## config.mk

```make
export PLATFORM = sky130hd
export DESIGN_NAME = dbg_scan_chain
export DESIGN_NICKNAME = d
export VERILOG_FILES = /design/src/rtl/dsc_pkg.sv /design/src/rtl/dsc_shift_reg.sv /design/src/rtl/dsc_cause_track.sv /design/src/rtl/dsc_update_reg.sv /design/src/rtl/dbg_scan_chain.sv
export SDC_FILE = /design/constraint.sdc
export NUM_CORES = 1
export LEC_CHECK = 0
export ABC_CLOCK_PERIOD_IN_PS = 4100
export BUFFER_PORTS_ARGS = -buffer_cell sky130_fd_sc_hd__buf_2
export CORE_MARGIN = 3
export CORE_UTILIZATION = 45
export CTS_CLUSTER_SIZE = 8
export DETAILED_ROUTE_END_ITERATION = 16
export GPL_TIMING_DRIVEN = 1
export PLACE_DENSITY = 0.65
export SLEW_MARGIN = 20
export SYNTH_ARGS = -nofsm -noshare
export SYNTH_HDL_FRONTEND = slang
export SYNTH_SLANG_ARGS = --single-unit
export TNS_END_PERCENT = 1
```

## constraint.sdc

```tcl
create_clock -name clk_i -period 4.1 [get_ports clk_i]
set_clock_uncertainty 0.15 [all_clocks]
set_input_delay 0.41 -clock clk_i [delete_from_list [all_inputs] [get_ports clk_i]]
set_output_delay 0.41 -clock clk_i [all_outputs]
set_load 0.05 [all_outputs]
```

## src/rtl/dsc_pkg.sv

```systemverilog
package dsc_pkg;
  localparam int unsigned DEF_INSTR_W = 32;
  localparam int unsigned DEF_DATA_W  = 32;
  localparam int unsigned CTRL_W      = 3;

  typedef enum logic [1:0] {
    OP_HOLD    = 2'd0,
    OP_CAPTURE = 2'd1,
    OP_SHIFT   = 2'd2
  } sr_op_e;
endpackage

```

## src/rtl/dsc_shift_reg.sv

```systemverilog
module dsc_shift_reg
  import dsc_pkg::*;
#(
  parameter int unsigned LEN = 67
) (
  input  logic           clk_i,
  input  logic           rst_ni,
  input  sr_op_e         op_i,
  input  logic [LEN-1:0] par_i,
  input  logic           tdi_i,
  output logic [LEN-1:0] q_o
);
  logic [LEN-1:0] q_q;

  always_ff @(posedge clk_i or negedge rst_ni) begin
    if (!rst_ni) q_q <= '0;
    else begin
      unique case (op_i)
        OP_CAPTURE: q_q <= par_i;
        OP_SHIFT:   q_q <= {tdi_i, q_q[LEN-1:1]};
        default:    q_q <= q_q;
      endcase
    end
  end

  assign q_o = q_q;


  shift_entry_chk: assert property (@(posedge clk_i) disable iff (!rst_ni)
    (op_i == OP_SHIFT) |=> (q_q[LEN-1] == $past(tdi_i)) && (q_q[0] == $past(q_q[1])));

  hold_chk: assert property (@(posedge clk_i) disable iff (!rst_ni)
    (op_i == OP_HOLD) |=> $stable(q_q));
endmodule

```

## src/rtl/dsc_cause_track.sv

```systemverilog
module dsc_cause_track (
  input  logic clk_i,
  input  logic rst_ni,
  input  logic entry_i,
  input  logic by_wpt_i,
  input  logic cap_i,
  input  logic live_i,
  output logic sync_o
);
  logic pending_q, cause_q;

  always_ff @(posedge clk_i or negedge rst_ni) begin
    if (!rst_ni) begin
      pending_q <= 1'b0;
      cause_q   <= 1'b0;
    end else if (entry_i) begin
      pending_q <= 1'b1;
      cause_q   <= by_wpt_i;
    end else if (cap_i) begin
      pending_q <= 1'b0;
    end
  end

  // one-shot cause report, then the live value
  assign sync_o = pending_q ? cause_q : live_i;


  entry_arms_chk: assert property (@(posedge clk_i) disable iff (!rst_ni)
    entry_i |=> (sync_o == $past(by_wpt_i)) || !$stable(live_i) || (sync_o == live_i));

  report_clears_chk: assert property (@(posedge clk_i) disable iff (!rst_ni)
    (cap_i && !entry_i) |=> (sync_o == live_i));
endmodule

```

## src/rtl/dsc_update_reg.sv

```systemverilog
module dsc_update_reg #(
  parameter int unsigned INSTR_W = 32,
  parameter int unsigned DATA_W  = 32
) (
  input  logic               clk_i,
  input  logic               rst_ni,
  input  logic               en_i,
  input  logic [INSTR_W-1:0] instr_i,
  input  logic               sync_i,
  input  logic               dden_i,
  input  logic [DATA_W-1:0]  data_i,
  output logic [INSTR_W-1:0] instr_o,
  output logic               sync_o,
  output logic               dden_o,
  output logic [DATA_W-1:0]  data_o
);
  always_ff @(posedge clk_i or negedge rst_ni) begin
    if (!rst_ni) begin
      instr_o <= '0;
      sync_o  <= 1'b0;
      dden_o  <= 1'b0;
      data_o  <= '0;
    end else if (en_i) begin
      instr_o <= instr_i;
      sync_o  <= sync_i;
      dden_o  <= dden_i;
      data_o  <= data_i;
    end
  end


  upd_hold_chk: assert property (@(posedge clk_i) disable iff (!rst_ni)
    !en_i |=> $stable(instr_o) && $stable(data_o) && $stable(dden_o) && $stable(sync_o));
endmodule

```

## src/rtl/dbg_scan_chain.sv

```systemverilog
module dbg_scan_chain
  import dsc_pkg::*;
#(
  parameter int unsigned INSTR_W = DEF_INSTR_W,
  parameter int unsigned DATA_W  = DEF_DATA_W
) (
  input  logic               clk_i,
  input  logic               rst_ni,
  input  logic               sel_i,
  input  logic               intest_i,
  input  logic               extest_i,
  input  logic               capture_i,
  input  logic               shift_i,
  input  logic               update_i,
  input  logic               tdi_i,
  output logic               tdo_o,
  input  logic [INSTR_W-1:0] core_instr_i,
  input  logic [DATA_W-1:0]  core_data_i,
  input  logic               core_dden_i,
  input  logic               core_sync_i,
  input  logic               wpt_bkpt_i,
  input  logic               dbg_entry_i,
  input  logic               dbg_by_wpt_i,
  output logic [INSTR_W-1:0] instr_o,
  output logic               syssync_o,
  output logic [DATA_W-1:0]  data_o,
  output logic               data_oe_o
);
  localparam int unsigned LEN      = INSTR_W + CTRL_W + DATA_W;
  localparam int unsigned POS_SYNC = INSTR_W;
  localparam int unsigned POS_WPT  = INSTR_W + 1;
  localparam int unsigned POS_DDEN = INSTR_W + 2;
  localparam int unsigned POS_DATA = INSTR_W + CTRL_W;

  sr_op_e            op;
  logic [LEN-1:0]    par, sr;
  logic              cap_sel, upd_sel, cap_sync;
  logic              upd_dden;
  logic [DATA_W-1:0] upd_data, cap_data, sr_data;
  logic              cap_dden;

  assign cap_sel = sel_i && capture_i;
  assign upd_sel = sel_i && update_i && !capture_i && !shift_i;

  always_comb begin
    if (!sel_i)         op = OP_HOLD;
    else if (capture_i) op = OP_CAPTURE;
    else if (shift_i)   op = OP_SHIFT;
    else                op = OP_HOLD;
  end

  dsc_cause_track i_cause (
    .clk_i    (clk_i),
    .rst_ni   (rst_ni),
    .entry_i  (dbg_entry_i),
    .by_wpt_i (dbg_by_wpt_i),
    .cap_i    (cap_sel),
    .live_i   (core_sync_i),
    .sync_o   (cap_sync)
  );

  // EXTEST with drive enabled: bus shows held cells
  assign cap_data = (extest_i && upd_dden) ? upd_data : core_data_i;
  assign cap_dden = extest_i ? upd_dden : core_dden_i;

  assign par[INSTR_W-1:0] = core_instr_i;
  assign par[POS_SYNC]    = cap_sync;
  assign par[POS_WPT]     = wpt_bkpt_i;
  assign par[POS_DDEN]    = cap_dden;

  // data field is bit-reversed along the chain
  for (genvar i = 0; i < DATA_W; i++) begin : g_rev
    assign par[POS_DATA + i] = cap_data[DATA_W-1-i];
    assign sr_data[i]        = sr[LEN-1-i];
  end

  dsc_shift_reg #(.LEN(LEN)) i_shift (
    .clk_i  (clk_i),
    .rst_ni (rst_ni),
    .op_i   (op),
    .par_i  (par),
    .tdi_i  (tdi_i),
    .q_o    (sr)
  );

  dsc_update_reg #(.INSTR_W(INSTR_W), .DATA_W(DATA_W)) i_upd (
    .clk_i   (clk_i),
    .rst_ni  (rst_ni),
    .en_i    (upd_sel),
    .instr_i (sr[INSTR_W-1:0]),
    .sync_i  (sr[POS_SYNC]),
    .dden_i  (sr[POS_DDEN]),
    .data_i  (sr_data),
    .instr_o (instr_o),
    .sync_o  (syssync_o),
    .dden_o  (upd_dden),
    .data_o  (upd_data)
  );

  assign tdo_o     = sr[0];
  assign data_o    = upd_data;
  assign data_oe_o = extest_i && upd_dden;


  oe_mode_chk: assert property (@(posedge clk_i) disable iff (!rst_ni)
    data_oe_o |-> extest_i);

  desel_tdo_chk: assert property (@(posedge clk_i) disable iff (!rst_ni)
    !sel_i |=> $stable(tdo_o));

  upd_instr_chk: assert property (@(posedge clk_i) disable iff (!rst_ni)
    upd_sel |=> (instr_o == $past(sr[INSTR_W-1:0])));
endmodule

```

# Word level (Yosys, flattened, before mapping)
# Index checks and enable logic that the tools add are counted.
# totals
wordCells	27
out_inout_bits	67
ff_bits	135
in_bits	78
# classes
eq_ne	2
muxes	9
n_reduce_logical	9
# op_table
cell	count
case mux 67 bit (2 select lines)	1
2-to-1 mux 32 bit	1
2-to-1 mux 2 bit	3
logical AND 1 bit	5
2-to-1 mux 1 bit	4
nonzero test 2 bit	2
equality test 2 x 1 -> 1 bit (second input constant)	1
equality test 2 bit (second input constant)	1
zero test 1 bit	2

# Depth between registers and ports, before layout
# logic_depth
word_depth	5
ltp_mapped	7
ltp_nobuf	5

# By module
# From an unflattened synthesis, not the netlist that was laid out.
# unflattened
cells_unflattened	480
area_unflattened_um2	6378.6
# by_module_without_submodules
mod	area_per_inst_um2	cells_each	n_inst	seq_area_each_um2
dsc_shift_reg	3130.5	293	1	1676.6
dsc_update_reg	2611.3	139	1	1651.6
dbg_scan_chain	548.0	42	1	0.0
dsc_cause_track	88.8	6	1	50.0

# Worst setup path before layout
# OpenSTA, ideal clock, no wires.
# synth_timing
path_type	input port to flip-flop
start	input sel_i
end	register i_shift.q_q[35], in the netlist i_shift.q_o[35]
slack_ns	2.306
path_buffers	3
arrival_time_ns	1.549
required_time_ns	3.855
stages	7
cell_sequence	and3b_1 -> ha_1 -> buf_2 -> buf_2 -> clkbuf_1 -> nand2_1 -> o31ai_1
# synth_between
elab_chain_len	3
# synth_rtl
element	line_no	source
start: declaration	dbg_scan_chain.sv:9	input logic sel_i,
2-to-1 mux 2 bit *	dbg_scan_chain.sv:46	if (!sel_i) op = OP_HOLD;
equality test 2 bit or equality test 2 x 1 -> 1 bit (tied branches)	dsc_shift_reg.sv:18	unique case (op_i)
case mux 67 bit (2 select lines) or nonzero test 2 bit (tied branches)	--	
end signal: assignment	dsc_shift_reg.sv:19	OP_CAPTURE: q_q <= par_i;
end signal: assignment	dsc_shift_reg.sv:20	OP_SHIFT: q_q <= {tdi_i, q_q[LEN-1:1]};
end signal: assignment	dsc_shift_reg.sv:21	default: q_q <= q_q;
end: declaration	dsc_shift_reg.sv:13	logic [LEN-1:0] q_q;
# Mark *: on every way between the ends. The rest lies on a longest branch, timed or not.
# A chain may end at the register's enable or synchronous reset.

# Worst setup path after layout
# layout_timing
start	register i_upd.dden_o
end	output data_oe_o
# layout_between
elab_chain_len	1
# layout_rtl
element	line_no	source
start: declaration	dsc_update_reg.sv:14	output logic dden_o,
start signal: assignment	dsc_update_reg.sv:26	dden_o <= dden_i;
logical AND 1 bit	dbg_scan_chain.sv:102	assign data_oe_o = extest_i && upd_dden;
end: declaration	dbg_scan_chain.sv:27	output logic data_oe_o
# Every way passes these cells.

==> results_dict.tcl <==
set metrics [dict create \
    status "completed" \
    fp-row-count 42 \
    coreArea_sq_um 13500 \
    synth_seq_cells 135 \
    ant_nets 0 \
    wl_per_cell_um 16.7 \
    setup_viol 0 \
    wl_um 14000 \
    initial_core_util 0.467 \
    p_comb_frac 0.321 \
    grt_max_degree 86 \
    netlist_instances 519 \
    area_growth_pct 22.9 \
    fin_crit_ns 2.46 \
    clock_latency_ns 0.41 \
    drive_above_1_share 0.378 \
    ioPinCount 145 \
    totalNegativeSetupSlack_ns 0 \
    r2r_setup_slack_ns 2.01 \
    rsz0062_at_grt "no" \
    tightest_slew_ns 0.796 \
    cts_buffer_depth 2 \
    p_switching_uw 1960 \
    syn_nets 598 \
    r2r_cells 5 \
    hpwl_um 8870 \
    hold_ws_ns 0.0473 \
    internal-power_uw 3380 \
    cp_max_fo 34 \
    p_per_area_nw_per_um2 691 \
    post-route-drc-count 0 \
    yosysSeqAreaShare 0.538 \
    synth_warnings 0 \
    power_frac_seq 0.361 \
    port_buffers 143 \
    utilization 0.574 \
    p_total_uw 5340 \
    die_height_um 124 \
    yosysUniqueCellTypes 21 \
    cts_tree "yes" \
    fin_crit_sh 0.601 \
    drv_slew 0 \
    clockRootBuffer "clkbuf_16" \
    r2r-end "i_shift.q_o[66]" \
    rr_startpoint "i_upd.dden_o" \
    hp-class "in -> reg" \
    dieWidth_um 124 \
    routed_via_density 5.26 \
    gp_congestion 0.811 \
    max_slew_margin 0.469 \
    crit_type "reg -> out" \
    cp-endpoint "data_oe_o" \
    cap_viol_max_count 0 \
    cp-end-kind "output port" \
    layoutNonFillerInstCount 838 \
    syn_avg_cell_area_sq_um 12.1 \
    die_area_sq_um 15400 \
    final-hold-violation-count 0 \
    diodes 0 \
    max_freq_ghz 0.406 \
    ir_drop_uv 451 \
    placed_cells_incl_taps 806 \
    drtIter0Drc 286 \
    grt_antenna_before_repair 0 \
    clock-sinks 135 \
    startpoint_type "register" \
    grt_pass1_vias 4462 \
    syn_area_sq_um 6280 \
    required_ns 3.54 \
    leakagePower_uw 0.00376 \
    vias 4407 \
    h-tree-depth 4 \
    power_frac_clock 0.318 \
    post-cts-setup-buffers 0 \
    nets 729 \
    grt_pass1_wl_um 22500 \
    tritoncts.num_buffers 17 \
    grt_overflow 0 \
    grt_usage 0.189 \
    path_clk_slew_ns 0.06 \
    first_pass_iters 4 \
    sw_frac_of_total 0.366 \
    worstPathArrival_ns 1.90 \
    cp-startpoint "i_upd.dden_o" \
]
==> power by group through the flow <==
stage	clock network, uW	registers, uW	logic (uW)
after floorplan	0	2660	552
after global placement	0	1930	1710
after detailed placement	0	1950	1720
after CTS	1720	1930	1730
after global routing	1790	1980	1820
final	1700	1930	1710
==> per-stage QoR <==
step                      worst slack (ns)  cell area (sq um)
after floorplan                       2.31               6280
after global placement                1.70               7060
after detailed placement              1.64               7060
after CTS                             1.58               7720
after global routing                  1.52               7720
final                                 1.64               7720
==> registers in the layout (all words and copies together) (netlist names) <==
name               count
i_shift.q_o           67
i_upd.data_o          32
i_upd.instr_o         32
i_cause.cause_q        1
i_cause.pending_q      1
i_upd.dden_o           1
i_upd.sync_o           1
==> kinds of logic (layout without fill, tap and decap cells) <==
| logic type | Yosys count | count (layout) | synth area share |
|---|---|---|---|
| adders and majority gates | 1 | 1 | 0.00199 |
| DFF | 135 | 135 | 0.538 |
| and+or+nand+nor | 137 | 137 | 0.111 |
| muxes | 102 | 102 | 0.200 |
| AOI/OAI and AO/OA | 101 | 101 | 0.107 |
| buffers and inverters | 43 | 186 | 0.0430 |
==> layout make-up <==
cell class / count / area [sq um]
timing repair buffer: 154 / 820
fill: 1179 / 5730
sequential: 135 / 3380
multi-input combinational: 341 / 2650
clock buffer: 22 / 454
inverter: 1 / 3.75
tap: 176 / 220
clock inverter: 9 / 198
==> worst min-delay path by stage <==
stage / cells after the start / to / slack (ns) / startpoint
4_1_cts: 2 / i_cause.pending_q / 0.03 / dbg_entry_i
5_1_grt: 2 / i_cause.pending_q / 0.04 / dbg_entry_i
2_1_floorplan: 0 / i_cause.cause_q / -0.04 / rst_ni
6_report: 2 / i_cause.pending_q / 0.05 / dbg_entry_i
3_3_place_gp: 1 / i_upd.instr_o[24] / 0.30 / rst_ni
3_5_place_dp: 1 / i_upd.instr_o[25] / 0.30 / rst_ni
==> synthesized netlist by cell type <==
cell	count	area share
mux2i_1	34	0.054
o21ai_0	35	0.028
and4bb_4	1	0.0026
buf_4	4	0.0048
inv_1	1	0.00060
buf_12	5	0.016
and3b_1	1	0.0014
mux2_4	40	0.096
o31ai_1	33	0.039
a211oi_1	32	0.038
nand2b_1	1	0.0010
nand2_1	69	0.041
clkbuf_1	20	0.012
a21o_1	1	0.0012
dfrtp_1	135	0.54
nor2b_1	33	0.033
mux2_2	28	0.050
buf_2	10	0.0080
and3_1	32	0.032
ha_1	1	0.0020
buf_1	3	0.0018
==> timing repair <==
| action | CTS | global route |
|---|---|---|
| hold buffers | 1 | 0 |
| hold endpoints to repair | 65 | 0 |
| gates resized for setup | 0 | 0 |
==> per-layer routing <==
layer	GRT usage	part of all wire	up-vias
li1	-	-	2112
met3	0.0595	0.069	13
met1	0.247	0.45	2152
met2	0.298	0.47	130
met5	0	0	-
met4	0.0623	0.0096	0
==> worst max-delay path, cell delays in order, from the launching register on <==
cell     delay, ns
dfrtp_1       0.32
buf_4         0.31
nand2_1       0.38
inv_1         0.18
buf_2         0.29
==> cell usage in the layout, fill, tap and decap left out <==
master,count
and3b_1,1
mux2_4,40
clkbuf_1,4
and4bb_4,1
mux2_2,28
ha_4,1
clkinv_2,2
buf_4,9
buf_2,142
dfrtp_1,135
o31ai_1,33
nand2_1,69
clkbuf_8,1
clkinvlp_4,1
bufinv_16,6
dlygate4sd3_1,1
a211oi_1,32
buf_6,1
mux2i_1,34
a21o_1,1
and3_1,32
o21ai_0,35
inv_1,1
nor2b_1,33
nand2b_1,1
clkbuf_16,17
buf_12,1
Note: power is estimated with default switching activity, not from simulation.
